## src/rtl/i2c_regbank_pkg.sv

```systemverilog
package i2c_regbank_pkg;

   localparam logic [7:0] PTR_STATUS = 8'h04;
   localparam logic [7:0] PTR_RB_A   = 8'h05;
   localparam logic [7:0] PTR_RB_B   = 8'h06;
   localparam logic [7:0] PTR_CTL_A  = 8'h08;
   localparam logic [7:0] PTR_CTL_B  = 8'h09;
   localparam logic [7:0] PTR_PHASE  = 8'h1E;

   localparam int NUM_PULSE = 3;

   typedef enum logic [2:0] {
      BUS_IDLE,
      BUS_ADDR,
      BUS_AACK,
      BUS_PTR,
      BUS_WDAT,
      BUS_WACK,
      BUS_RDAT,
      BUS_MACK
   } bus_state_t;

   typedef struct packed {
      logic sig_lost;
      logic lock_sticky;
      logic acquiring;
      logic meas_done;
      logic coarse_lsb;
   } status_t;

endpackage

```

## src/rtl/i2c_line_cond.sv

```systemverilog
module i2c_line_cond #(
   parameter int SYNC_STAGES = 2,
   parameter int FILT_LEN    = 3
) (
   input  logic clk,
   input  logic rst_n,
   input  logic raw_i,
   output logic line_o
);

   if (SYNC_STAGES < 2) begin : g_bad_sync
      $error("i2c_line_cond: SYNC_STAGES must be at least 2");
   end
   if (FILT_LEN < 1) begin : g_bad_filt
      $error("i2c_line_cond: FILT_LEN must be at least 1");
   end

   logic [SYNC_STAGES-1:0] sync_q;
   logic                   synced;

   always_ff @(posedge clk or negedge rst_n) begin
      if (!rst_n) sync_q <= '1;
      else        sync_q <= {sync_q[SYNC_STAGES-2:0], raw_i};
   end
   assign synced = sync_q[SYNC_STAGES-1];

   if (FILT_LEN > 1) begin : g_window
      logic [FILT_LEN-1:0] win_q;
      logic                line_q;

      always_ff @(posedge clk or negedge rst_n) begin
         if (!rst_n) begin
            win_q  <= '1;
            line_q <= 1'b1;
         end else begin
            win_q <= {win_q[FILT_LEN-2:0], synced};
            if (&win_q)       line_q <= 1'b1;
            else if (~|win_q) line_q <= 1'b0;
         end
      end
      assign line_o = line_q;

      // the filtered level only moves after a full window agreed on it
      a_r9_filter_agrees: assert property (@(posedge clk) disable iff (!rst_n)
         !$stable(line_q) |-> ($past(win_q) == {FILT_LEN{line_q}}));
   end else begin : g_pass
      assign line_o = synced;
   end

endmodule

```

## src/rtl/i2c_byte_engine.sv

```systemverilog
module i2c_byte_engine
   import i2c_regbank_pkg::*;
#(
   parameter logic [6:0] DEV_ADDR_BASE = 7'h40,
   parameter int         ADDR_PIN_POS  = 5
) (
   input  logic       clk,
   input  logic       rst_n,
   input  logic       scl_i,
   input  logic       sda_i,
   input  logic       addr_pin_i,
   input  logic [7:0] rd_data_i,
   output logic [7:0] rd_ptr_o,
   output logic       sda_low_o,
   output logic       wr_en_o,
   output logic [7:0] wr_ptr_o,
   output logic [7:0] wr_data_o
);

   if (ADDR_PIN_POS < 0 || ADDR_PIN_POS > 6) begin : g_bad_pos
      $error("i2c_byte_engine: ADDR_PIN_POS must be within 0..6");
   end

   localparam logic [6:0] PIN_MASK  = 7'(1) << ADDR_PIN_POS;
   localparam logic [6:0] BASE_ONLY = DEV_ADDR_BASE & ~PIN_MASK;
   localparam logic [3:0] BYTE_BITS = 4'd8;

   bus_state_t state;
   logic [3:0] cnt;
   logic [7:0] rx, tx, ptr;
   logic       rw, more, sda_low;
   logic       scl_d, sda_d;
   logic       wr_en;
   logic [7:0] wr_ptr, wr_data;
   logic [6:0] my_addr;

   logic scl_rise, scl_fall, start_evt, stop_evt;

   assign my_addr   = BASE_ONLY | (addr_pin_i ? PIN_MASK : 7'd0);
   assign scl_rise  = scl_i & ~scl_d;
   assign scl_fall  = ~scl_i & scl_d;
   assign start_evt = scl_i & scl_d & sda_d & ~sda_i;
   assign stop_evt  = scl_i & scl_d & ~sda_d & sda_i;

   always_ff @(posedge clk or negedge rst_n) begin
      if (!rst_n) begin
         state   <= BUS_IDLE;
         cnt     <= '0;
         rx      <= '0;
         tx      <= '0;
         ptr     <= '0;
         rw      <= 1'b0;
         more    <= 1'b0;
         sda_low <= 1'b0;
         scl_d   <= 1'b1;
         sda_d   <= 1'b1;
         wr_en   <= 1'b0;
         wr_ptr  <= '0;
         wr_data <= '0;
      end else begin
         scl_d <= scl_i;
         sda_d <= sda_i;
         wr_en <= 1'b0;
         if (start_evt) begin
            state   <= BUS_ADDR;
            cnt     <= '0;
            sda_low <= 1'b0;
         end else if (stop_evt) begin
            state   <= BUS_IDLE;
            sda_low <= 1'b0;
         end else begin
            case (state)
               BUS_ADDR, BUS_PTR, BUS_WDAT: begin
                  if (scl_rise && cnt != BYTE_BITS) begin
                     rx  <= {rx[6:0], sda_i};
                     cnt <= cnt + 4'd1;
                  end else if (scl_fall && cnt == BYTE_BITS) begin
                     cnt <= '0;
                     if (state == BUS_ADDR) begin
                        if (rx[7:1] == my_addr) begin
                           rw      <= rx[0];
                           sda_low <= 1'b1;
                           state   <= BUS_AACK;
                        end else begin
                           state <= BUS_IDLE;
                        end
                     end else if (state == BUS_PTR) begin
                        ptr     <= rx;
                        sda_low <= 1'b1;
                        state   <= BUS_WACK;
                     end else begin
                        wr_en   <= 1'b1;
                        wr_ptr  <= ptr;
                        wr_data <= rx;
                        ptr     <= ptr + 8'd1;
                        sda_low <= 1'b1;
                        state   <= BUS_WACK;
                     end
                  end
               end
               BUS_AACK: begin
                  if (scl_fall) begin
                     if (rw) begin
                        tx      <= rd_data_i;
                        sda_low <= ~rd_data_i[7];
                        ptr     <= ptr + 8'd1;
                        cnt     <= 4'd1;
                        state   <= BUS_RDAT;
                     end else begin
                        sda_low <= 1'b0;
                        state   <= BUS_PTR;
                     end
                  end
               end
               BUS_WACK: begin
                  if (scl_fall) begin
                     sda_low <= 1'b0;
                     state   <= BUS_WDAT;
                  end
               end
               BUS_RDAT: begin
                  if (scl_fall) begin
                     if (cnt == BYTE_BITS) begin
                        sda_low <= 1'b0;
                        state   <= BUS_MACK;
                     end else begin
                        tx      <= {tx[6:0], 1'b0};
                        sda_low <= ~tx[6];
                        cnt     <= cnt + 4'd1;
                     end
                  end
               end
               BUS_MACK: begin
                  if (scl_rise) begin
                     more <= ~sda_i;
                  end else if (scl_fall) begin
                     if (more) begin
                        tx      <= rd_data_i;
                        sda_low <= ~rd_data_i[7];
                        ptr     <= ptr + 8'd1;
                        cnt     <= 4'd1;
                        state   <= BUS_RDAT;
                     end else begin
                        state <= BUS_IDLE;
                     end
                  end
               end
               default: sda_low <= 1'b0;
            endcase
         end
      end
   end

   assign rd_ptr_o  = ptr;
   assign sda_low_o = sda_low;
   assign wr_en_o   = wr_en;
   assign wr_ptr_o  = wr_ptr;
   assign wr_data_o = wr_data;

   // an unaddressed or idle target never holds the line
   a_r1_idle_release: assert property (@(posedge clk) disable iff (!rst_n)
      (state == BUS_IDLE) |-> !sda_low);

   // a stop condition always frees the data line on the next clock
   a_r3_stop_release: assert property (@(posedge clk) disable iff (!rst_n)
      stop_evt |=> !sda_low);

   // a store only follows a completed data byte
   a_r2_store_after_byte: assert property (@(posedge clk) disable iff (!rst_n)
      wr_en |-> ($past(state) == BUS_WDAT && state == BUS_WACK));

endmodule

```

## src/rtl/i2c_ctrl_regs.sv

```systemverilog
module i2c_ctrl_regs
   import i2c_regbank_pkg::*;
#(
   parameter int                              PHASE_MAX = 30,
   parameter logic [NUM_PULSE-1:0][2:0]       PULSE_POS = {3'd3, 3'd5, 3'd6}
) (
   input  logic                 clk,
   input  logic                 rst_n,
   input  logic                 wr_en_i,
   input  logic [7:0]           wr_ptr_i,
   input  logic [7:0]           wr_data_i,
   input  logic [7:0]           rd_ptr_i,
   input  status_t              status_i,
   output logic [7:0]           rd_data_o,
   output logic [7:0]           ctrl_a_o,
   output logic [7:0]           ctrl_b_o,
   output logic [5:0]           phase_o,
   output logic [NUM_PULSE-1:0] pulse_o
);

   if (PHASE_MAX < 0 || PHASE_MAX > 31) begin : g_bad_lim
      $error("i2c_ctrl_regs: PHASE_MAX must be within 0..31");
   end

   localparam logic signed [6:0] LIM_HI = 7'(PHASE_MAX);
   localparam logic signed [6:0] LIM_LO = -LIM_HI;

   logic [7:0] ctrl_a_q, ctrl_b_q;
   logic [5:0] phase_q, phase_clamped;
   logic signed [6:0] phase_in;
   logic wr_a, wr_b, wr_ph;

   assign wr_a  = wr_en_i && (wr_ptr_i == PTR_CTL_A);
   assign wr_b  = wr_en_i && (wr_ptr_i == PTR_CTL_B);
   assign wr_ph = wr_en_i && (wr_ptr_i == PTR_PHASE);

   assign phase_in = {wr_data_i[5], wr_data_i[5:0]};

   always_comb begin
      if (phase_in > LIM_HI)      phase_clamped = LIM_HI[5:0];
      else if (phase_in < LIM_LO) phase_clamped = LIM_LO[5:0];
      else                        phase_clamped = phase_in[5:0];
   end

   always_ff @(posedge clk or negedge rst_n) begin
      if (!rst_n) begin
         ctrl_a_q <= '0;
         ctrl_b_q <= '0;
         phase_q  <= '0;
      end else begin
         if (wr_a)  ctrl_a_q <= wr_data_i;
         if (wr_b)  ctrl_b_q <= wr_data_i;
         if (wr_ph) phase_q  <= phase_clamped;
      end
   end

   for (genvar k = 0; k < NUM_PULSE; k++) begin : g_pulse
      logic p_q;
      always_ff @(posedge clk or negedge rst_n) begin
         if (!rst_n) p_q <= 1'b0;
         else        p_q <= wr_b && ctrl_b_q[PULSE_POS[k]] && !wr_data_i[PULSE_POS[k]];
      end
      assign pulse_o[k] = p_q;

      // a command pulse lasts a single clock
      a_r6_pulse_single: assert property (@(posedge clk) disable iff (!rst_n)
         p_q |=> !p_q);

      // a pulse means the stored command bit just went from 1 to 0
      a_r6_pulse_cause: assert property (@(posedge clk) disable iff (!rst_n)
         p_q |-> ($past(ctrl_b_q[PULSE_POS[k]]) && !ctrl_b_q[PULSE_POS[k]]));
   end

   always_comb begin
      case (rd_ptr_i)
         PTR_STATUS: rd_data_o = {2'b00, status_i.sig_lost, status_i.lock_sticky,
                                  status_i.acquiring, status_i.meas_done,
                                  1'b0, status_i.coarse_lsb};
         PTR_RB_A:   rd_data_o = ctrl_a_q;
         PTR_RB_B:   rd_data_o = ctrl_b_q;
         default:    rd_data_o = 8'h00;
      endcase
   end

   assign ctrl_a_o = ctrl_a_q;
   assign ctrl_b_o = ctrl_b_q;
   assign phase_o  = phase_q;

   // the stored phase code never leaves the legal window
   a_r7_phase_bounded: assert property (@(posedge clk) disable iff (!rst_n)
      ($signed({phase_q[5], phase_q}) <= LIM_HI) && ($signed({phase_q[5], phase_q}) >= LIM_LO));

endmodule

```

## src/rtl/i2c_ctrl_regbank.sv

```systemverilog
module i2c_ctrl_regbank
   import i2c_regbank_pkg::*;
#(
   parameter int         SYNC_STAGES   = 2,
   parameter int         FILT_LEN      = 3,
   parameter logic [6:0] DEV_ADDR_BASE = 7'h40,
   parameter int         ADDR_PIN_POS  = 5,
   parameter int         PHASE_MAX     = 30
) (
   input  logic       clk,
   input  logic       rst_n,
   input  logic       scl_i,
   input  logic       sda_i,
   output logic       sda_pull_o,
   input  logic       addr_pin_i,
   input  logic       sig_lost_i,
   input  logic       lock_sticky_i,
   input  logic       acquiring_i,
   input  logic       meas_done_i,
   input  logic       coarse_lsb_i,
   output logic [7:0] ctrl_a_o,
   output logic [7:0] ctrl_b_o,
   output logic [5:0] phase_o,
   output logic       pulse_clr_lock_o,
   output logic       pulse_acq_o,
   output logic       pulse_clr_meas_o
);

   logic scl_f, sda_f;
   logic [7:0] rd_ptr, rd_data, wr_ptr, wr_data;
   logic wr_en;
   logic [NUM_PULSE-1:0] pulses;
   status_t status;

   assign status = '{sig_lost: sig_lost_i, lock_sticky: lock_sticky_i,
                     acquiring: acquiring_i, meas_done: meas_done_i,
                     coarse_lsb: coarse_lsb_i};

   i2c_line_cond #(.SYNC_STAGES(SYNC_STAGES), .FILT_LEN(FILT_LEN)) u_scl (
      .clk(clk), .rst_n(rst_n), .raw_i(scl_i), .line_o(scl_f));

   i2c_line_cond #(.SYNC_STAGES(SYNC_STAGES), .FILT_LEN(FILT_LEN)) u_sda (
      .clk(clk), .rst_n(rst_n), .raw_i(sda_i), .line_o(sda_f));

   i2c_byte_engine #(.DEV_ADDR_BASE(DEV_ADDR_BASE), .ADDR_PIN_POS(ADDR_PIN_POS)) u_eng (
      .clk(clk), .rst_n(rst_n), .scl_i(scl_f), .sda_i(sda_f),
      .addr_pin_i(addr_pin_i), .rd_data_i(rd_data), .rd_ptr_o(rd_ptr),
      .sda_low_o(sda_pull_o), .wr_en_o(wr_en), .wr_ptr_o(wr_ptr),
      .wr_data_o(wr_data));

   i2c_ctrl_regs #(.PHASE_MAX(PHASE_MAX)) u_regs (
      .clk(clk), .rst_n(rst_n), .wr_en_i(wr_en), .wr_ptr_i(wr_ptr),
      .wr_data_i(wr_data), .rd_ptr_i(rd_ptr), .status_i(status),
      .rd_data_o(rd_data), .ctrl_a_o(ctrl_a_o), .ctrl_b_o(ctrl_b_o),
      .phase_o(phase_o), .pulse_o(pulses));

   assign pulse_clr_lock_o = pulses[0];
   assign pulse_acq_o      = pulses[1];
   assign pulse_clr_meas_o = pulses[2];

endmodule

```

## config.mk

```make
export PLATFORM = sky130hd
export DESIGN_NAME = i2c_ctrl_regbank
export DESIGN_NICKNAME = d
export VERILOG_FILES = /design/src/rtl/i2c_regbank_pkg.sv /design/src/rtl/i2c_line_cond.sv /design/src/rtl/i2c_byte_engine.sv /design/src/rtl/i2c_ctrl_regs.sv /design/src/rtl/i2c_ctrl_regbank.sv
export SDC_FILE = /design/constraint.sdc
export NUM_CORES = 1
export LEC_CHECK = 0
export ABC_AREA = 1
export BUFFER_PORTS_ARGS = -buffer_cell sky130_fd_sc_hd__buf_2
export CAP_MARGIN = 20
export CORE_ASPECT_RATIO = 1.5
export CORE_UTILIZATION = 59
export CTS_CLUSTER_DIAMETER = 120
export CTS_CLUSTER_SIZE = 14
export DETAILED_ROUTE_END_ITERATION = 8
export PLACE_DENSITY = 0.77
export SYNTH_ARGS = -nofsm -noshare
export SYNTH_HDL_FRONTEND = slang
export SYNTH_SLANG_ARGS = --single-unit
```

## constraint.sdc

```tcl
create_clock -name clk -period 2.2 [get_ports clk]
set_input_delay 0.22 -clock clk [delete_from_list [all_inputs] [get_ports clk]]
set_output_delay 0.22 -clock clk [all_outputs]
set_load 0.02 [all_outputs]
```

After elaboration in Yosys (flattened, before gate mapping)

Cells that the tools add are included.

Equal/unequal tests: 47
$add $sub $neg: 2
$lt $le $gt $ge: 2
Multiply operators: 0
Shift operators: 0
Reductions and logical operators: 32
Divide/modulo/power cells: 0
Bitwise gates (word level): 18
Muxes and demuxes: 75

Operators with widths:

| operator            | number |
|---|---|
| $mux 8              | 9 |
| $mux 7              | 7 |
| $pmux 8 s3          | 2 |
| $mux 4              | 11 |
| $mux 3              | 13 |
| $ne 4x1->1 const B  | 8 |
| $mux 1              | 25 |
| $eq 8x3->1 const B  | 3 |
| $pmux 7 s3          | 1 |
| $reduce_and 10->1   | 2 |
| $mux 6              | 3 |
| $ne 2x1->1 const B  | 9 |
| $reduce_and 9->1    | 2 |
| $eq 8x4->1 const B  | 2 |
| $pmux 4 s4          | 1 |
| $ne 3x1->1 const B  | 5 |
| $pmux 3 s5          | 1 |
| $reduce_and 7->1    | 2 |
| $eq 3x3->1 const B  | 4 |
| $logic_and 1x1->1   | 11 |
| $not 1->1           | 11 |
| $reduce_and 11->1   | 1 |
| $reduce_or 3->1     | 3 |
| $add 8x1->8 const B | 1 |
| 23 further kinds    | 39 |

Register bits: 89
Memories kept: 0
Bits in read-only memories: 0
Input bits: 10
Bits in writable memories: 0
Output and inout port bits: 26
Bits in latches: 0

Longest topological paths before layout

Gate-level depths: netlist of run 1.

Word-level depth: 9
Depth in mapped cells: 12

Modules after synthesis

From an unflattened synthesis of run 1, not the netlist that was laid out.

Cell total of the unflattened synthesis: 620
Area, all modules: 4714.5 µm²

By module, submodules not included:

| module          | cells each | area each (µm²) | times used |
|---|---|---|---|
| i2c_byte_engine | 393        | 2931.6          | 1 |
| i2c_ctrl_regs   | 199        | 1405.1          | 1 |
| i2c_line_cond   | 14         | 188.9           | 2 |

Worst setup path after synthesis of run 1

Ideal clock, no wire load.

Path type: reg-to-reg
From: register u_eng.cnt[0]
To: register u_eng.state[2]
Stages on the path, launching flop included: 13
Buffers on the path: 0
Arrival time: 1.512 ns
Period minus slack after synthesis: 1.629 ns
Data required time: 2.084 ns
Library setup time: 0.116 ns
Setup slack: 0.571 ns
Cells stage by stage: dfrtp_1 inv_1 ha_1 nand2_1 nor2_2 nor2_1 nand2_2 nand3_1 nand2_1 nand2_1 inv_1 nand2_1 nand2_1

Word-level cells in the longest chain between the ends: 4

RTL lines:

| item                                               | line                                                                 | text |
|---|---|---|
| start, declared                                    | i2c_byte_engine.sv:29                                                | `logic [3:0] cnt;` |
| start signal, assigned                             | i2c_byte_engine.sv:76                                                | `cnt <= cnt + 4'd1;` |
| start signal, assigned                             | i2c_byte_engine.sv:129                                               | `cnt <= cnt + 4'd1;` |
| $ne 4x4->1 or $eq 4x4->1 (tied branches)           | i2c_byte_engine.sv:74, i2c_byte_engine.sv:77, i2c_byte_engine.sv:123 |  |
| $logic_and 1x1->1, on equally long branches        | i2c_byte_engine.sv:74, i2c_byte_engine.sv:77                         |  |
| $ne 4x2->1 (no line) or $ne 4x1->1 (tied branches) | n/a                                                                  |  |
| $reduce_and 9->1 (no line) (*)                     | n/a                                                                  |  |
| end signal, assigned                               | i2c_byte_engine.sv:69                                                | `state <= BUS_IDLE;` |
| end signal, assigned                               | i2c_byte_engine.sv:83                                                | `state <= BUS_AACK;` |
| end signal, assigned                               | i2c_byte_engine.sv:85                                                | `state <= BUS_IDLE;` |
| end, declared                                      | i2c_byte_engine.sv:28                                                | `bus_state_t state;` |

Every way passes the cells marked *; elsewhere a longest branch is shown, timed or not.
A chain may end at the register's enable or synchronous reset.

Final worst setup path of run 1

From: register u_eng.cnt[0]
To: register u_eng.cnt[3]

Word-level cells in the longest chain between the ends: 6

RTL lines:

| item                                        | line                                                                 | text |
|---|---|---|
| $add 4x1->4 or $ne 4x4->1 (tied branches)   | i2c_byte_engine.sv:76, i2c_byte_engine.sv:129, i2c_byte_engine.sv:74 |  |
| $mux 4 or $logic_and 1x1->1 (tied branches) | i2c_byte_engine.sv:123, i2c_byte_engine.sv:74                        |  |
| $mux 4, on equally long branches            | i2c_byte_engine.sv:122, i2c_byte_engine.sv:74                        |  |
| $pmux 4 s4                                  | i2c_byte_engine.sv:72                                                | `case (state)` |
| $mux 4                                      | i2c_byte_engine.sv:68                                                | `end else if (stop_evt) begin` |
| $mux 4                                      | i2c_byte_engine.sv:64                                                | `if (start_evt) begin` |

Several ways; a longest one is shown, not always the timed one. The select of a mux whose other input is x is not followed.

==> impl_metrics.json, run 1 <==
{
  "async_flop_share_pct": 100,
  "nFillCells": 598,
  "final_cell_mix": "141 x nand2_1, 75 x dfrtp_1, 61 x o21ai_0",
  "wirelength_mm": 9.53,
  "ys_warn_count": 0,
  "grt_pass1_wl_mm": 15.9,
  "netlist.area_leader.share_pct": 43.7,
  "die_area_um2": 7640,
  "ant_nets": 0,
  "clk_latency_ns": 0.36,
  "synth_area_leaders": "dfrtp_1 44%, nand2_1 12%, dfstp_2 8.6%",
  "clkTransAtPathRegs_ns": 0.09,
  "power_density_nw_per_um2": 999,
  "grt_max_degree": 49,
  "postLayoutCoreUtil_pct": 68.6,
  "layout_commonest_cell": "nand2_1",
  "start_util_pct": 61.9,
  "core_um2": 6940,
  "cts_buffer_depth": 2,
  "finalMaxSlewViolations": 0,
  "postCtsSetupRepairBufs": 0,
  "drc": 0,
  "worst-path-max-fanout": 5,
  "hpwl_mm": 7.07,
  "ys_seq_area_share_pct": 52.2,
  "worstPathArrival_ns": 2.16,
  "synth_ff_type": "dfrtp_1",
  "antennaDiodeCount": 0,
  "vias_per_cell": 5.40,
  "overflow": 0,
  "clock_sinks": 89,
  "ys_ff_latch": 89,
  "syn_area_per_cell_um2": 8.05,
  "synth_fp_nets": 551,
  "startpoint_type": "register",
  "first_global_vias": 3376,
  "gp_congestion": 0.924,
  "via_count": 3547,
  "setup_viol": 0,
  "htreeDepth": 3,
  "leakage_nw": 2.36,
  "layout_min_cycle_time_ns": 1.86,
  "drv_cap": 0,
  "rows": 37,
  "synth-edff-count": 0,
  "track_usage_pct": 27.4,
  "antenna_found_initial": 0,
  "ctsResizeCount": 0,
  "fin_tns_setup_ns": 0,
  "wire_per_inst_um": 14.5,
  "hold_viol_final": 0,
  "die_y_um": 107,
  "fp.dieW_um": 71.7,
  "regArea_um2": 2240,
  "worst_pin_slew_ns": 0.736,
  "fin_worst_skew_ns": 0.0129,
  "drtIter0Drc": 211,
  "slew_headroom_pct": 50.5,
  "cp.required_ns": 2.50,
  "syn_inst": 534,
  "io_pins": 36,
  "syn_area_um2": 4300,
  "fin_nets": 591,
  "synth_cell_type_count": 32,
  "hold_class": "in2reg",
  "synthToLayoutAreaGrowth_pct": 10.9,
  "yosysTopAreaCell": "dfrtp_1",
  "multiInputGateArea_um2": 1750,
  "port_buffers": 35,
  "end_kind": "register",
  "rsz0062_at_grt": "no",
  "vdd_drop_max_v": 0.000540,
  "numCtsBuffers": 9,
  "cts_root_buffer": "clkbuf_8",
  "status": "finished, final reports clean",
  "crit_type": "reg2reg",
  "drive_gt1_share_pct": 15.5,
  "min_period_over_period_pct": 84.6,
  "fmax_mhz": 537,
  "drtPass1Iterations": 5,
  "cts_tree": "done"
}
cells by family (layout without fill, tap and decap cells):
kind of cell	after synthesis	count (layout)	synth area share (%)
and+or+nand+nor	262	262	26.4
AOI/OAI and AO/OA	94	94	11.2
DFF	89	89	52.2
buffers and inverters	77	122	7.07
adders and majority gates	7	7	2.04
xor gates and xnor gates	4	4	0.815
muxes	1	1	0.233
per-stage QoR:
stage                     setup slack [ns]  cell area (um^2)  instances  hold WS, ns  power (mW)
after CTS                            0.331              4770        657        0.268        4.77
after global routing                 0.104              4770        657        0.291        5.13
after detailed placement             0.358              4550        638        0.237        3.72
final                                0.338              4770        657        0.276        4.76
after floorplan                      0.571              4300        534      -0.0756        3.30
after global placement               0.389              4550        638        0.233        3.68
sequential cells by signal (all words and copies together), names as in the netlist:
register,count
u_eng.rd_ptr_o,8
u_eng.rx,8
u_eng.wr_data_o,8
u_eng.wr_ptr_o,8
u_regs.ctrl_a_o,8
u_regs.ctrl_b_o,8
u_eng.tx,7
u_regs.phase_o,6
u_eng.cnt,4
u_eng.state,3
u_regs.g_pulse.p_q,3
u_scl.g_window.win_q,3
u_sda.g_window.win_q,3
u_scl.sync_q,2
u_sda.sync_q,2
u_eng.more,1
u_eng.rw,1
u_eng.scl_d,1
u_eng.sda_d,1
u_eng.sda_low_o,1
u_eng.wr_en_o,1
u_scl.line_o,1
u_sda.line_o,1
per-layer routing:
layer	share of wire [%]	wire, um	GRT usage, %
met5	0	0	0
met4	1.7	164	10.6
met3	2.7	254	5.88
met2	52	4990	46.1
met1	43	4130	34.2
worst paths after layout:
check	from	end	slack [ns]	cells after the start
max	u_eng.cnt[0]$_DFFE_PN0P_	u_eng.cnt[3]$_DFFE_PN0P_	0.34	12
min	acquiring_i	u_eng.tx[3]$_DFFE_PN0P_	0.28	5
max reg2reg	u_eng.cnt[0]$_DFFE_PN0P_	u_eng.cnt[3]$_DFFE_PN0P_	0.34	12
min reg2reg	u_sda.sync_q[0]$_DFF_PN1_	u_sda.sync_q[1]$_DFF_PN1_	0.36	0
max in group asynchronous	rst_n	u_sda.sync_q[1]$_DFF_PN1_	1.11	3
min in group asynchronous	rst_n	u_eng.tx[3]$_DFFE_PN0P_	0.38	2
Yosys cell counts, types with 4 or more instances:
| cell type | count |
|---|---|
| nor3_1 | 9 |
| ha_1 | 7 |
| nand3_1 | 36 |
| dfstp_2 | 14 |
| buf_2 | 6 |
| clkbuf_1 | 5 |
| o21ai_1 | 8 |
| nor2_1 | 48 |
| dfrtp_1 | 75 |
| a21oi_1 | 21 |
| inv_2 | 5 |
| nor2_2 | 4 |
| o21ai_0 | 61 |
| nand2_1 | 141 |
| inv_1 | 59 |
| xor2_1 | 4 |
| nand4_1 | 7 |
| nand2_2 | 7 |
cell type report:
class | instances | area share (%)
timing repair buffer | 42 | 5.25
inverter | 64 | 5.04
tap | 78 | 2.05
clock buffer | 13 | 3.33
clock inverter | 3 | 0.525
multi-input combinational | 368 | 36.7
sequential | 89 | 47.1
worst max-delay path: stages, from the launching register on:
cell and delay (ns):
dfrtp_1 0.42, inv_1 0.11, ha_1 0.17, nand2_1 0.06
nor2_2 0.22, nand2_1 0.13, nand2_1 0.12, inv_1 0.07
o21ai_2 0.07, nand3_1 0.20, nand2_1 0.13, nand2_1 0.06
nand2_1 0.05
power breakdown:
group / leakage, nW / internal, mW / switching, mW / total [mW]
combinational: 1.10 / 0.497 / 1.07 / 1.56
clock: 0.0902 / 0.480 / 0.572 / 1.05
sequential: 1.17 / 1.88 / 0.270 / 2.15
timing repair:
item	in CTS	in global routing
hold endpoints to repair	43	0
hold buffers	3	0
setup endpoints to repair	0	0
Power figures use the tool's default switching activity.
==> inputs of run 2 (changes only) <==
==> constraint.sdc (replaced) <==
create_clock -name clk -period 1.8 [get_ports clk]
set_input_delay 0.18 -clock clk [delete_from_list [all_inputs] [get_ports clk]]
set_output_delay 0.18 -clock clk [all_outputs]
set_load 0.02 [all_outputs]
==> impl_metrics.json, run 2 (synthesis results as in run 1) <==
{
  "status": "finished, final reports clean",
  "worst_r2r_path_depth": 9,
  "path_cells": "inv_1 > ha_4 > nand2_2 > nor2_4 > nand2_2 > nor2_1 > inv_2 > nand2_1 > o21ai_0",
  "reg2reg_slack_ns": 0.06,
  "vdd_drop_max_v": 0.000797,
  "crit_type": "reg2reg",
  "fp.dieW_um": 71.7,
  "power.switching_fraction_pct": 39.8,
  "fin_cells": 671,
  "vias_per_cell": 5.44,
  "fmax_mhz": 575,
  "fin_nets": 605,
  "drive_gt1_share_pct": 19.9,
  "grt_pass1_wl_mm": 16.0,
  "wl_met2_mm": 5.17,
  "synthToLayoutAreaGrowth_pct": 15.3,
  "end_kind": "register",
  "layout_min_cycle_time_ns": 1.74,
  "cp.required_ns": 2.05,
  "min_from": "coarse_lsb_i",
  "clock_sinks": 89,
  "gp_congestion": 0.876,
  "first_global_vias": 3327,
  "hold_viol_final": 0,
  "place_inst": 649,
  "grt_max_degree": 38,
  "overflow": 0,
  "placed_area_um2": 4630,
  "rsz0062_at_grt": "yes",
  "hpwl_mm": 7.01,
  "die_area_um2": 7640,
  "critPathTopFamily": "simple AND/OR/NAND/NOR gates",
  "pwr-share-comb_pct": 35.6,
  "multiInputGateArea_um2": 1820,
  "drtPass1Iterations": 5,
  "hold_class": "in2reg",
  "antenna_found_initial": 0,
  "path_buf_inv": 2,
  "fin_ws_ns": 0.0598,
  "switchingPower_mw": 2.48,
  "die_y_um": 107,
  "io_pins": 36,
  "drc": 0,
  "p_seq_share_pct": 42.2,
  "clkPwrFrac_pct": 22.3,
  "slowest_delay_ns": 0.42,
  "worstHoldPathCells": 5,
  "cts_root_buffer": "clkbuf_8",
  "finalMaxSlewViolations": 0,
  "fin_worst_skew_ns": 0.00669,
  "r2r_end": "u_eng.wr_ptr_o[5]$_DFFE_PN0P_",
  "timing.rr.start": "u_eng.cnt[1]$_DFFE_PN0P_",
  "leakage_nw": 2.45,
  "core_um2": 6940,
  "cts_tree": "done",
  "place_ws_ns": -0.0499,
  "clk_latency_ns": 0.36,
  "p_int_mw": 3.75,
  "holdWs_ns": 0.239,
  "drtIter0Drc": 288,
  "rows": 37,
  "drt-met1-wl_mm": 4.13,
  "htreeDepth": 3,
  "clkTransAtPathRegs_ns": 0.09,
  "final_cell_mix": "136 x nand2_1, 74 x dfrtp_1, 60 x o21ai_0",
  "route.met3.wl_um": 320,
  "setup_viol": 0,
  "slowest_stage": "dfrtp_1",
  "power_density_nw_per_um2": 1260,
  "track_usage_pct": 27.7,
  "antennaDiodeCount": 0,
  "final_design_area_no_fill_um2": 4960,
  "start_util_pct": 61.9,
  "crit_top_cell": "nand2_2",
  "slew_headroom_pct": 69.1,
  "via_count": 3651,
  "layout_commonest_cell": "nand2_1",
  "port_buffers": 35,
  "worst_pin_slew_ns": 0.462,
  "nFillCells": 580,
  "numCtsBuffers": 9,
  "hold_path_end": "u_eng.tx[0]$_DFFE_PN0P_",
  "worstPathArrival_ns": 1.99,
  "wire_per_inst_um": 14.7,
  "fin_total_pwr_mw": 6.22,
  "ant_nets": 0,
  "drv_cap": 0,
  "startpoint_type": "register",
  "worst-path-max-fanout": 13,
  "min_period_over_period_pct": 96.7,
  "top_layer_used": "met4",
  "wirelength_mm": 9.89,
  "regArea_um2": 2250,
  "cts_buffer_depth": 2
}
run 2: changes by cell type in the layout (fill, tap and decap cells not counted), moves of 3 or more:
cell     change
nand2_1      -5
nand2_2      +5
inv_2        +3
nand3_1      -3
inv_1        -3
buf_4       +13
run 2: per-stage QoR:
step           utilization (%)  setup TNS [ns]
2_1_floorplan                -               0
3_3_place_gp              66.7               0
3_5_place_dp              66.7          -0.141
4_1_cts                   70.1               0
5_1_grt                   71.4          -0.364
6_report                  71.4               0
run 2: layout make-up:
type	count	share of cell area (%)
flip-flops and latches	89	45.3
multi-input cells	368	36.7
well taps	78	1.97
inverters	64	4.85
repair buffers	56	7.24
clock buffers	11	2.85
clock inverters	5	1.11
run 2: per-layer routing:
layer / GRT usage [%] / up-vias
li1: - / 1824
met1: 35.3 / 1732
met2: 46.9 / 75
met3: 3.22 / 20
met4: 12.7 / 0
met5: 0 / -
run 2: power by group through the flow:
stage	clock [mW]	combinational (mW)	sequential [mW]
2_1_floorplan	0	1.53	2.50
3_3_place_gp	0	1.89	2.65
3_5_place_dp	0	1.94	2.65
4_1_cts	1.41	1.98	2.62
5_1_grt	1.47	2.50	2.66
6_report	1.39	2.21	2.63
run 2: repair_timing:
item / CTS / global route
buffers inserted: 0 / 3
hold endpoints to repair: 20 / 0
gates resized for setup: 2 / 19
endpoints found under the setup margin: 7 / 34
pin swaps: 0 / 7
hold buffers: 3 / 0
run 2: worst max path at each step:
stage                                        start                       endpoint  depth (start not counted)  slack [ns]
final                     u_eng.cnt[1]$_DFFE_PN0P_  u_eng.wr_ptr_o[5]$_DFFE_PN0P_                          9        0.06
after global routing      u_eng.cnt[0]$_DFFE_PN0P_     u_eng.state[1]$_DFFE_PN0P_                         11       -0.04
after CTS                 u_eng.cnt[0]$_DFFE_PN0P_     u_eng.state[0]$_DFFE_PN0P_                         11        0.05
after detailed placement  u_eng.cnt[0]$_DFFE_PN0P_       u_eng.cnt[1]$_DFFE_PN0P_                         12       -0.05
after global placement    u_eng.cnt[0]$_DFFE_PN0P_       u_eng.cnt[0]$_DFFE_PN0P_                         11        0.04
after floorplan           u_eng.cnt[0]$_DFFE_PN0P_     u_eng.state[2]$_DFFE_PN0P_                         12        0.17
run 2: worst reg2reg max path, stage by stage, from the launching register on:
cell and delay, ns:
dfrtp_1 0.42, inv_1 0.11, ha_4 0.14, nand2_2 0.06, nor2_4 0.20, nand2_2 0.11, nor2_1 0.26, inv_2 0.16
nand2_1 0.09, o21ai_0 0.08
